--- src/rtl/mac_pkg.sv ---
package mac_pkg;

  typedef enum logic [2:0] {
    OP_NOP   = 3'd0,
    OP_CLR   = 3'd1,
    OP_NEGAC = 3'd2,
    OP_NEGA  = 3'd3,
    OP_NEGB  = 3'd4,
    OP_SHL   = 3'd5,
    OP_SHR   = 3'd6,
    OP_ALIGN = 3'd7
  } cmd_e;

  typedef enum logic [1:0] {
    ADR_MODE = 2'd0,
    ADR_A    = 2'd1,
    ADR_B    = 2'd2,
    ADR_CMD  = 2'd3
  } addr_e;

  typedef struct packed {
    logic       accMode;
    logic       signedOps;
    logic       fracMode;
    logic       roundSat;
    logic       incA;
    logic       incB;
    logic       loadA;
    logic       doMac;
    logic       clrAcc;
    logic       negAcc;
    logic       negA;
    logic       negB;
    logic       shl;
    logic       shr;
    logic [4:0] shAmt;
    logic       align;
    logic [1:0] alignBytes;
    logic       alignSigned;
  } ctl_t;

endpackage

--- src/rtl/mac_ctrl.sv ---
module mac_ctrl #(
  parameter int OP_W = 16
) (
  input  logic            clk,
  input  logic            rstN,
  input  logic            wrEn,
  input  logic [1:0]      wrAddr,
  input  logic [OP_W-1:0] wrData,
  output mac_pkg::ctl_t   ctl
);
  import mac_pkg::*;

  localparam int MODE_W = 6;

  logic [MODE_W-1:0] modeReg;
  cmd_e              opCode;
  logic [4:0]        amtField;

  always_ff @(posedge clk) begin
    if (!rstN) modeReg <= '0;
    else if (wrEn && addr_e'(wrAddr) == ADR_MODE) modeReg <= wrData[MODE_W-1:0];
  end

  assign opCode   = cmd_e'(wrData[2:0]);
  assign amtField = wrData[7:3];

  always_comb begin
    ctl             = '0;
    ctl.accMode     = modeReg[0];
    ctl.signedOps   = modeReg[1];
    ctl.fracMode    = modeReg[2];
    ctl.roundSat    = modeReg[3];
    ctl.incA        = modeReg[4];
    ctl.incB        = modeReg[5];
    ctl.shAmt       = (amtField == 5'd0) ? 5'd1 : amtField;
    ctl.alignBytes  = wrData[4:3];
    ctl.alignSigned = wrData[5];
    if (wrEn) begin
      unique case (addr_e'(wrAddr))
        ADR_A:   ctl.loadA = 1'b1;
        ADR_B:   ctl.doMac = 1'b1;
        ADR_CMD: begin
          unique case (opCode)
            OP_CLR:   ctl.clrAcc = 1'b1;
            OP_NEGAC: ctl.negAcc = 1'b1;
            OP_NEGA:  ctl.negA   = 1'b1;
            OP_NEGB:  ctl.negB   = 1'b1;
            OP_SHL:   ctl.shl    = 1'b1;
            OP_SHR:   ctl.shr    = 1'b1;
            OP_ALIGN: ctl.align  = 1'b1;
            default:  ;
          endcase
        end
        default: ;
      endcase
    end
  end

endmodule

--- src/rtl/mac_dpath.sv ---
module mac_dpath #(
  parameter int OP_W  = 16,
  parameter int ACC_W = 40,
  parameter int SAT_W = 32
) (
  input  logic             clk,
  input  logic             rstN,
  input  mac_pkg::ctl_t    ctl,
  input  logic [OP_W-1:0]  wrData,
  output logic [ACC_W-1:0] accOut,
  output logic [OP_W-1:0]  aOut,
  output logic [OP_W-1:0]  bOut,
  output logic             zeroFlag,
  output logic             ovfFlag,
  output logic             satFlag
);
  localparam int WIDE    = ACC_W + 2;
  localparam int RND_POS = OP_W - 1;
  localparam logic signed [WIDE-1:0] RND_ADD  = WIDE'(1) <<< RND_POS;
  localparam logic signed [WIDE-1:0] LOW_MASK = (WIDE'(1) <<< (RND_POS + 1)) - 1;
  localparam logic signed [WIDE-1:0] SAT_MAX  = (WIDE'(1) <<< (SAT_W - 1)) - 1;
  localparam logic signed [WIDE-1:0] SAT_MIN  = -SAT_MAX - 1;

  logic [ACC_W-1:0]       accReg;
  logic [OP_W-1:0]        aReg, bReg;
  logic signed [WIDE-1:0] aExt, bExt, prodW, accExt, sumW, rndW, macRes;
  logic                   ovf40, satHi, satLo;

  always_comb begin
    aExt   = $signed({{(WIDE-OP_W){ctl.signedOps & aReg[OP_W-1]}}, aReg});
    bExt   = $signed({{(WIDE-OP_W){ctl.signedOps & wrData[OP_W-1]}}, wrData});
    prodW  = aExt * bExt;
    if (ctl.fracMode) prodW = prodW <<< 1;
    accExt = $signed({{(WIDE-ACC_W){accReg[ACC_W-1]}}, accReg});
    sumW   = ctl.accMode ? accExt + prodW : prodW;
    ovf40  = !((&sumW[WIDE-1:ACC_W-1]) || !(|sumW[WIDE-1:ACC_W-1]));
    rndW   = (sumW + RND_ADD) & ~LOW_MASK;
    satHi  = ctl.roundSat && (rndW > SAT_MAX);
    satLo  = ctl.roundSat && (rndW < SAT_MIN);
    if (satHi)             macRes = SAT_MAX;
    else if (satLo)        macRes = SAT_MIN;
    else if (ctl.roundSat) macRes = rndW;
    else                   macRes = sumW;
  end

  always_ff @(posedge clk) begin
    if (!rstN) begin
      accReg  <= '0;
      aReg    <= '0;
      bReg    <= '0;
      ovfFlag <= 1'b0;
      satFlag <= 1'b0;
    end else begin
      if (ctl.loadA) aReg <= wrData;
      if (ctl.doMac) begin
        accReg <= macRes[ACC_W-1:0];
        bReg   <= ctl.incB ? wrData + 1'b1 : wrData;
        if (ctl.incA)   aReg    <= aReg + 1'b1;
        if (ovf40)      ovfFlag <= 1'b1;
        if (satHi || satLo) satFlag <= 1'b1;
      end
      if (ctl.clrAcc) begin
        accReg  <= '0;
        ovfFlag <= 1'b0;
        satFlag <= 1'b0;
      end
      if (ctl.negAcc) accReg <= -accReg;
      if (ctl.negA)   aReg   <= -aReg;
      if (ctl.negB)   bReg   <= -bReg;
      if (ctl.shl)    accReg <= accReg << ctl.shAmt;
      if (ctl.shr)    accReg <= $unsigned($signed(accReg) >>> ctl.shAmt);
      if (ctl.align) begin
        if (ctl.alignSigned) accReg <= $unsigned($signed(accReg) >>> {ctl.alignBytes, 3'b000});
        else                 accReg <= accReg >> {ctl.alignBytes, 3'b000};
      end
    end
  end

  assign accOut   = accReg;
  assign aOut     = aReg;
  assign bOut     = bReg;
  assign zeroFlag = (accReg == '0);

endmodule

--- src/rtl/mac_engine.sv ---
module mac_engine #(
  parameter int OP_W  = 16,
  parameter int ACC_W = 40,
  parameter int SAT_W = 32
) (
  input  logic             clk,
  input  logic             rstN,
  input  logic             wrEn,
  input  logic [1:0]       wrAddr,
  input  logic [OP_W-1:0]  wrData,
  output logic [ACC_W-1:0] accOut,
  output logic [OP_W-1:0]  aOut,
  output logic [OP_W-1:0]  bOut,
  output logic             zeroFlag,
  output logic             ovfFlag,
  output logic             satFlag
);
  mac_pkg::ctl_t ctl;

  mac_ctrl #(.OP_W(OP_W)) ctrl_i (
    .clk(clk), .rstN(rstN), .wrEn(wrEn), .wrAddr(wrAddr),
    .wrData(wrData), .ctl(ctl)
  );

  mac_dpath #(.OP_W(OP_W), .ACC_W(ACC_W), .SAT_W(SAT_W)) dpath_i (
    .clk(clk), .rstN(rstN), .ctl(ctl), .wrData(wrData),
    .accOut(accOut), .aOut(aOut), .bOut(bOut),
    .zeroFlag(zeroFlag), .ovfFlag(ovfFlag), .satFlag(satFlag)
  );

endmodule

--- config.mk ---
export PLATFORM = sky130hd
export DESIGN_NAME = mac_engine
export DESIGN_NICKNAME = d
export VERILOG_FILES = /design/src/rtl/mac_pkg.sv /design/src/rtl/mac_ctrl.sv /design/src/rtl/mac_dpath.sv /design/src/rtl/mac_engine.sv
export SDC_FILE = /design/constraint.sdc
export NUM_CORES = 2
export LEC_CHECK = 0
export ABC_CLOCK_PERIOD_IN_PS = 12300
export CAP_MARGIN = 10
export CORE_MARGIN = 2
export CORE_UTILIZATION = 40
export CTS_CLUSTER_SIZE = 30
export DETAILED_ROUTE_END_ITERATION = 16
export SYNTH_ARGS = -nofsm -noshare
export SYNTH_HDL_FRONTEND = slang
export SYNTH_HIERARCHICAL = 1
export SYNTH_SLANG_ARGS = --single-unit
--- constraint.sdc ---
create_clock -name clk -period 12.3 [get_ports clk]
set_clock_uncertainty 0.1 [all_clocks]
set_input_delay 1.23 -clock clk [delete_from_list [all_inputs] [get_ports clk]]
set_output_delay 1.23 -clock clk [all_outputs]
set_load 0.05 [all_outputs]
# Word level (Yosys, flattened, before mapping)
# Index checks and enable logic that the tools add are counted.
# op_classes
n_bitwise	4
n_eq_ne	10
n_lt_le_gt_ge	2
n_reduce_logical	16
mul	1
shifts	4
n_mux	33
n_addsub	7
# ops
cell	n
40-bit 2-to-1 mux	10
16-bit 2-to-1 mux	7
42-bit 2-to-1 mux	2
40-bit by 5-bit >>> shifter with 40-bit output	2
40-bit by 42-bit adder with 42-bit output	1
42-bit by 17-bit adder with 42-bit output (second input constant)	1
42-bit by 32-bit greater-than comparator with 1-bit output (second input constant)	1
42-bit by 32-bit less-than comparator with 1-bit output (second input constant)	1
40-bit zero test	1
40-bit negator	1
40-bit by 5-bit << shifter with 40-bit output	1
40-bit by 5-bit >> shifter with 40-bit output	1
17-bit by 17-bit multiplier with 34-bit output	1
16-bit by 1-bit adder with 16-bit output (second input constant)	2
16-bit negator	2
3-bit == test (second input constant)	4
1-bit 2-to-1 mux	11
8-bit 2-to-1 mux	1
3-bit by 2-bit == test with 1-bit output (second input constant)	2
6-bit 2-to-1 mux	1
6-bit nonzero test	1
5-bit zero test	1
5-bit 2-to-1 mux	1
2-bit == test (second input constant)	2
13 further kinds	19
# totals
in_bits	21
word_cells	83
output_inout_bits	75
ff_bits	80

# Longest topological paths before layout
# logic_depth
ltp_word	16
ltp_mapped	44

# Cells and area by module
# Netlist, hierarchy kept.
# modules_own_cells
module	cells_per_inst	instances	area_each_um2
mac_dpath	3615	1	26425.3
mac_ctrl	50	1	375.4

# Worst setup path before layout
# Ideal clock, no wire load.
# synth_timing
path_type	input -> register
start	in wrData[2]
end	reg dpath_i.accReg[13], in the netlist dpath_i/accOut[13]
setup_slack_ns	1.423
path_stages	38
setup_time_ns	0.130
arrival_time_ns	10.648
path_cell_list	clkbuf_1 > clkbuf_1 > nand2_1 > inv_1 > fa_1 > fa_1 > fa_1 > fa_1 > fa_1 > inv_1 > fa_1 > inv_1 > ha_1 > clkbuf_1 > a21oi_1 > o21bai_1 > or3_1 > a221oi_2 > [2 not listed] > mux2_2 > ha_1 > clkbuf_1 > a21o_1 > a21o_1 > a21o_1 > a21oi_1 > o21bai_1 > nor3b_1 > a311oi_1 > a221oi_2 > nand2_1 > or3b_1 > a22oi_2 > a31oi_4 > buf_2 > a211oi_1 > a21oi_1
# synth_between
elab_chain_len	15
elab_cells_between_ends	33
classes_between	add/sub: 2; mul: 1; order compare: 2; eq/ne: 5; mux: 20; reduce/logical: 3
# synth_lines
element	line_no	rtl
from (decl)	mac_engine.sv:10	input logic [OP_W-1:0] wrData,
17-bit by 17-bit multiplier with 34-bit output	mac_dpath.sv:32	prodW = aExt * bExt;
42-bit 2-to-1 mux	mac_dpath.sv:33	if (ctl.fracMode) prodW = prodW <<< 1;
40-bit by 42-bit adder with 42-bit output	mac_dpath.sv:35	sumW = ctl.accMode ? accExt + prodW : prodW;
42-bit 2-to-1 mux	mac_dpath.sv:35	
42-bit by 17-bit adder with 42-bit output	mac_dpath.sv:37	rndW = (sumW + RND_ADD) & ~LOW_MASK;
42-bit by 32-bit less-than comparator with 1-bit output	mac_dpath.sv:39	satLo = ctl.roundSat && (rndW < SAT_MIN);
1-bit logical AND	mac_dpath.sv:39	
40-bit 2-to-1 mux	mac_dpath.sv:41	else if (satLo) macRes = SAT_MIN;
40-bit 2-to-1 mux	mac_dpath.sv:40	if (satHi) macRes = SAT_MAX;
40-bit 2-to-1 mux	mac_dpath.sv:55	if (ctl.doMac) begin
40-bit 2-to-1 mux	mac_dpath.sv:62	if (ctl.clrAcc) begin
40-bit 2-to-1 mux	mac_dpath.sv:67	if (ctl.negAcc) accReg <= -accReg;
40-bit 2-to-1 mux	mac_dpath.sv:70	if (ctl.shl) accReg <= accReg << ctl.shAmt;
40-bit 2-to-1 mux	mac_dpath.sv:71	if (ctl.shr) accReg <= $unsigned($signed(accReg) >>> ctl.shAmt);
40-bit 2-to-1 mux	mac_dpath.sv:72	if (ctl.align) begin
to (signal assigned)	mac_dpath.sv:67	
to (signal assigned)	mac_dpath.sv:70	
to (signal assigned)	mac_dpath.sv:71	
to (decl)	mac_dpath.sv:24	logic [ACC_W-1:0] accReg;
# Parallel ways exist; a longest one is shown, timed or not. The select of a mux whose other input is x is not followed.
# A chain may end at the register's enable or synchronous reset.

# Worst setup path in the final report
# layout_timing
start	in wrData[12]
end	reg dpath_i.satFlag
# layout_between
elab_chain_len	9
elab_cells_between_ends	11
classes_between	add/sub: 2; mul: 1; order compare: 2; mux: 2; reduce/logical: 4
# layout_lines
element	line_no	rtl
17-bit by 17-bit multiplier with 34-bit output (*)	mac_dpath.sv:32	
42-bit 2-to-1 mux (*)	mac_dpath.sv:33	
40-bit by 42-bit adder with 42-bit output	mac_dpath.sv:35	
42-bit 2-to-1 mux (*)	mac_dpath.sv:35	
42-bit by 17-bit adder with 42-bit output (*)	mac_dpath.sv:37	
42-bit by 32-bit greater-than comparator with 1-bit output / 42-bit by 32-bit less-than comparator with 1-bit output (equally long branches)	mac_dpath.sv:38, mac_dpath.sv:39	
1-bit logical AND, on equally long branches	mac_dpath.sv:38, mac_dpath.sv:39	
1-bit logical OR (*)	mac_dpath.sv:60	if (satHi || satLo) satFlag <= 1'b1;
2-bit AND reduction (no source line) (*)	--	
to (signal assigned)	mac_dpath.sv:52	satFlag <= 1'b0;
to (signal assigned)	mac_dpath.sv:60	
to (signal assigned)	mac_dpath.sv:65	satFlag <= 1'b0;
to (decl)	mac_dpath.sv:15	output logic satFlag
# Every way passes the cells marked *; elsewhere a longest branch is shown, timed or not.

==> flow_summary.ini <==
[floorplan]
rows = 94
dieArea_um2 = 69100
core-area_um2 = 66100
die_x_um = 263
die_h_um = 263
io-pin-count = 96
initial_core_util_pct = 40.5

[global_routing]
grt_max_degree = 99
grt_pass1_wl_um = 151000
antenna_found_initial = 0
grt_pass1_vias = 25500
track_usage_pct = 27.3
grt_remaining_overflow = 0

[placement]
placed_area_um2 = 28500
pre_cts_slack_ns = 0.283
place.gp.congestion = 1.01
dp.cells = 4451
hpwl_um = 75900
port_buffers = 95

[final_layout]
area_growth_pct = 7.47
instances_no_fill = 4467
num_antenna_cells = 0
design_area_um2 = 28800
nets = 4049
drive_gt1_share_pct = 6.52

[clock_tree]
cts-htree-levels = 3
clock_path_buffers = 2
postCtsResizedCells = 0
cts_setup_buffers = 0
clk_pin_slew_ns = 0.08
cts_buffers = 9
ctsHoldBuffers = 0
clk_latency_ns = 0.37
cts_tree = done
cts_root_buffer = clkbuf_16
clkSinkCount = 80

[drt]
drc = 0
viasPerCell = 5.95
first_iter_violations = 2548
antenna_left = 0
first_pass_iters = 6
wl_per_cell_um = 21.4
via_count = 26600
drt_wl_total_um = 95700

[synth]
synth_ff_type = dfxtp_1
synth_area_um2 = 26800
async_reset_ff_share_pct = 0
synthTopCellsByArea = fa_1, ha_1, dfxtp_1
seq_area_frac_synth_pct = 5.98
post_synth.cell_area_avg_um2 = 7.31
netlist_top_cells_count = nand2_1, inv_1, nor2_1, fa_1, o21ai_0
yosysUniqueCellTypes = 106
yosysTopAreaCell = fa_1
synth_edf_count = 0
synth_nets = 4116
synth_warnings = 6
yosys.area.top_type_share_pct = 22.2
yosysMostFrequentCell = nand2_1
postSynthCellCount = 3665
synth_seq_cells = 80

[power]
ir_worst_vdd_uv = 75.2
p_leak_nw = 12.9
cellPowerDensity_nw_per_um2 = 100
finalPower_mw = 2.89

[status]
outcome = finished, final reports clean

[critical_path]
crit_type = in -> reg
cp-start-kind = input pin
max_stage_delay_ns = 0.91
arrival_ns = 11.76
crit_path_end_kind = register
worst_path_most_repeated_cell = fa_1
cp_slowest_cell = clkdlybuf4s50_1
critPathRequiredTime_ns = 12.43
crit_fanout = 24

[timing]
setup_viol = 0
fin_ws_ns = 0.668
fmax_ghz = 0.0860
worst_pin_slew_ns = 1.25
drv_slew = 0
fin_crit_ns = 11.63
rsz0062_at_grt = false
final_hold_viol_count = 0
relSlewSlack_pct = 16.6
fin_crit_sh_pct = 94.6
setup_tns_ns = 0

[run]
cap_violations = 0

[min_path]
hold_class = reg -> reg
-- logic make-up (layout without fill, tap and decap cells) --
kind of cell               count (synthesis)  after routing  share of synthesized area, %
and+or+nand+nor                         1242           1242                          21.7
muxes                                    189            189                          7.66
DFF                                       80             80                          5.98
xor gates and xnor gates                 138            138                          4.56
adders and majority gates                430            430                          28.4
AOI/OAI and AO/OA                        921            921                          22.1
buffers and inverters                    665            603                          9.62
-- report_power, final --
part	internal, mW	leakage, nW	switching [mW]
combinational	0.814	12.1	1.44
clock	0.145	0.140	0.140
sequential	0.281	0.655	0.0683
-- final cells by class --
cell class              count  area, um^2
multi-input cells        2920       22700
flip-flops and latches     80        1600
well taps                 864        1080
clock buffers              10         239
repair buffers            194        1680
fillers                  6939       37300
inverters                 393        1480
clock inverters             6        51.3
-- final timing paths --
check,from,end,slack (ns),cells past startpoint
worst max-delay path,wrData[12],dpath_i/satFlag,0.67,36
worst min-delay path,ctrl_i/modeReg[4],ctrl_i/modeReg[4],0.38,2
worst max register to register,dpath_i/aOut[15],dpath_i/satFlag,1.20,37
worst min register to register,ctrl_i/modeReg[4],ctrl_i/modeReg[4],0.38,2
-- metal layers --
metal  wire [um]  global-route usage, %
met3        7210                   3.19
met2       43600                   43.9
met1       41600                   38.2
met5           0                      0
met4        3350                   8.51
-- layout by cell type (no fill, tap or decap), types with 14 or more instances in the layout --
cell type        Yosys  routed
o21a_1              17      17
nor3_1              64      63
mux2_2              28      28
nor2_1             343     342
nand2b_1            62      62
inv_1              389     389
buf_4               10      99
nand2_1            421     421
nand4_1             23      23
dfxtp_1             80      79
o221ai_1            22      22
ha_1               133     133
fa_1               297     296
a21oi_1            248     247
or3_1               30      30
mux2i_1            150     150
o211ai_1            41      41
clkdlybuf4s50_1      0      88
o21ai_0            253     253
a31oi_1             28      27
nand3_1             63      63
o22ai_1             31      31
xnor2_1             87      85
a21o_1              27      27
and3_1              22      22
a211oi_1            48      48
xor2_1              50      50
and2_1             143     143
o21ai_1             23      23
a22oi_1             14      14
nor4_1              23      23
-- state kept, by name, summed over array words and instances, names as in the netlist --
name,count
dpath_i/accOut,40
dpath_i/aOut,16
dpath_i/bOut,16
ctrl_i/modeReg,6
dpath_i/ovfFlag,1
dpath_i/satFlag,1
-- per-stage QoR --
stage                     hold slack, ns  util (%)
after detailed placement           0.365      43.1
after global routing               0.404      43.6
final                              0.382      43.6
after global placement             0.359      43.1
after floorplan                    0.334         -
after CTS                          0.378      43.5
-- worst max-delay path, delay by kind of cell --
family	cells	cell delay (ns)
buf+inv	6	1.57
compound gates	11	2.72
xor+xnor	1	0.29
fa+ha+maj	8	4.06
simple gates	9	1.70
mux	1	0.16
(Power assumes the default switching activity.)
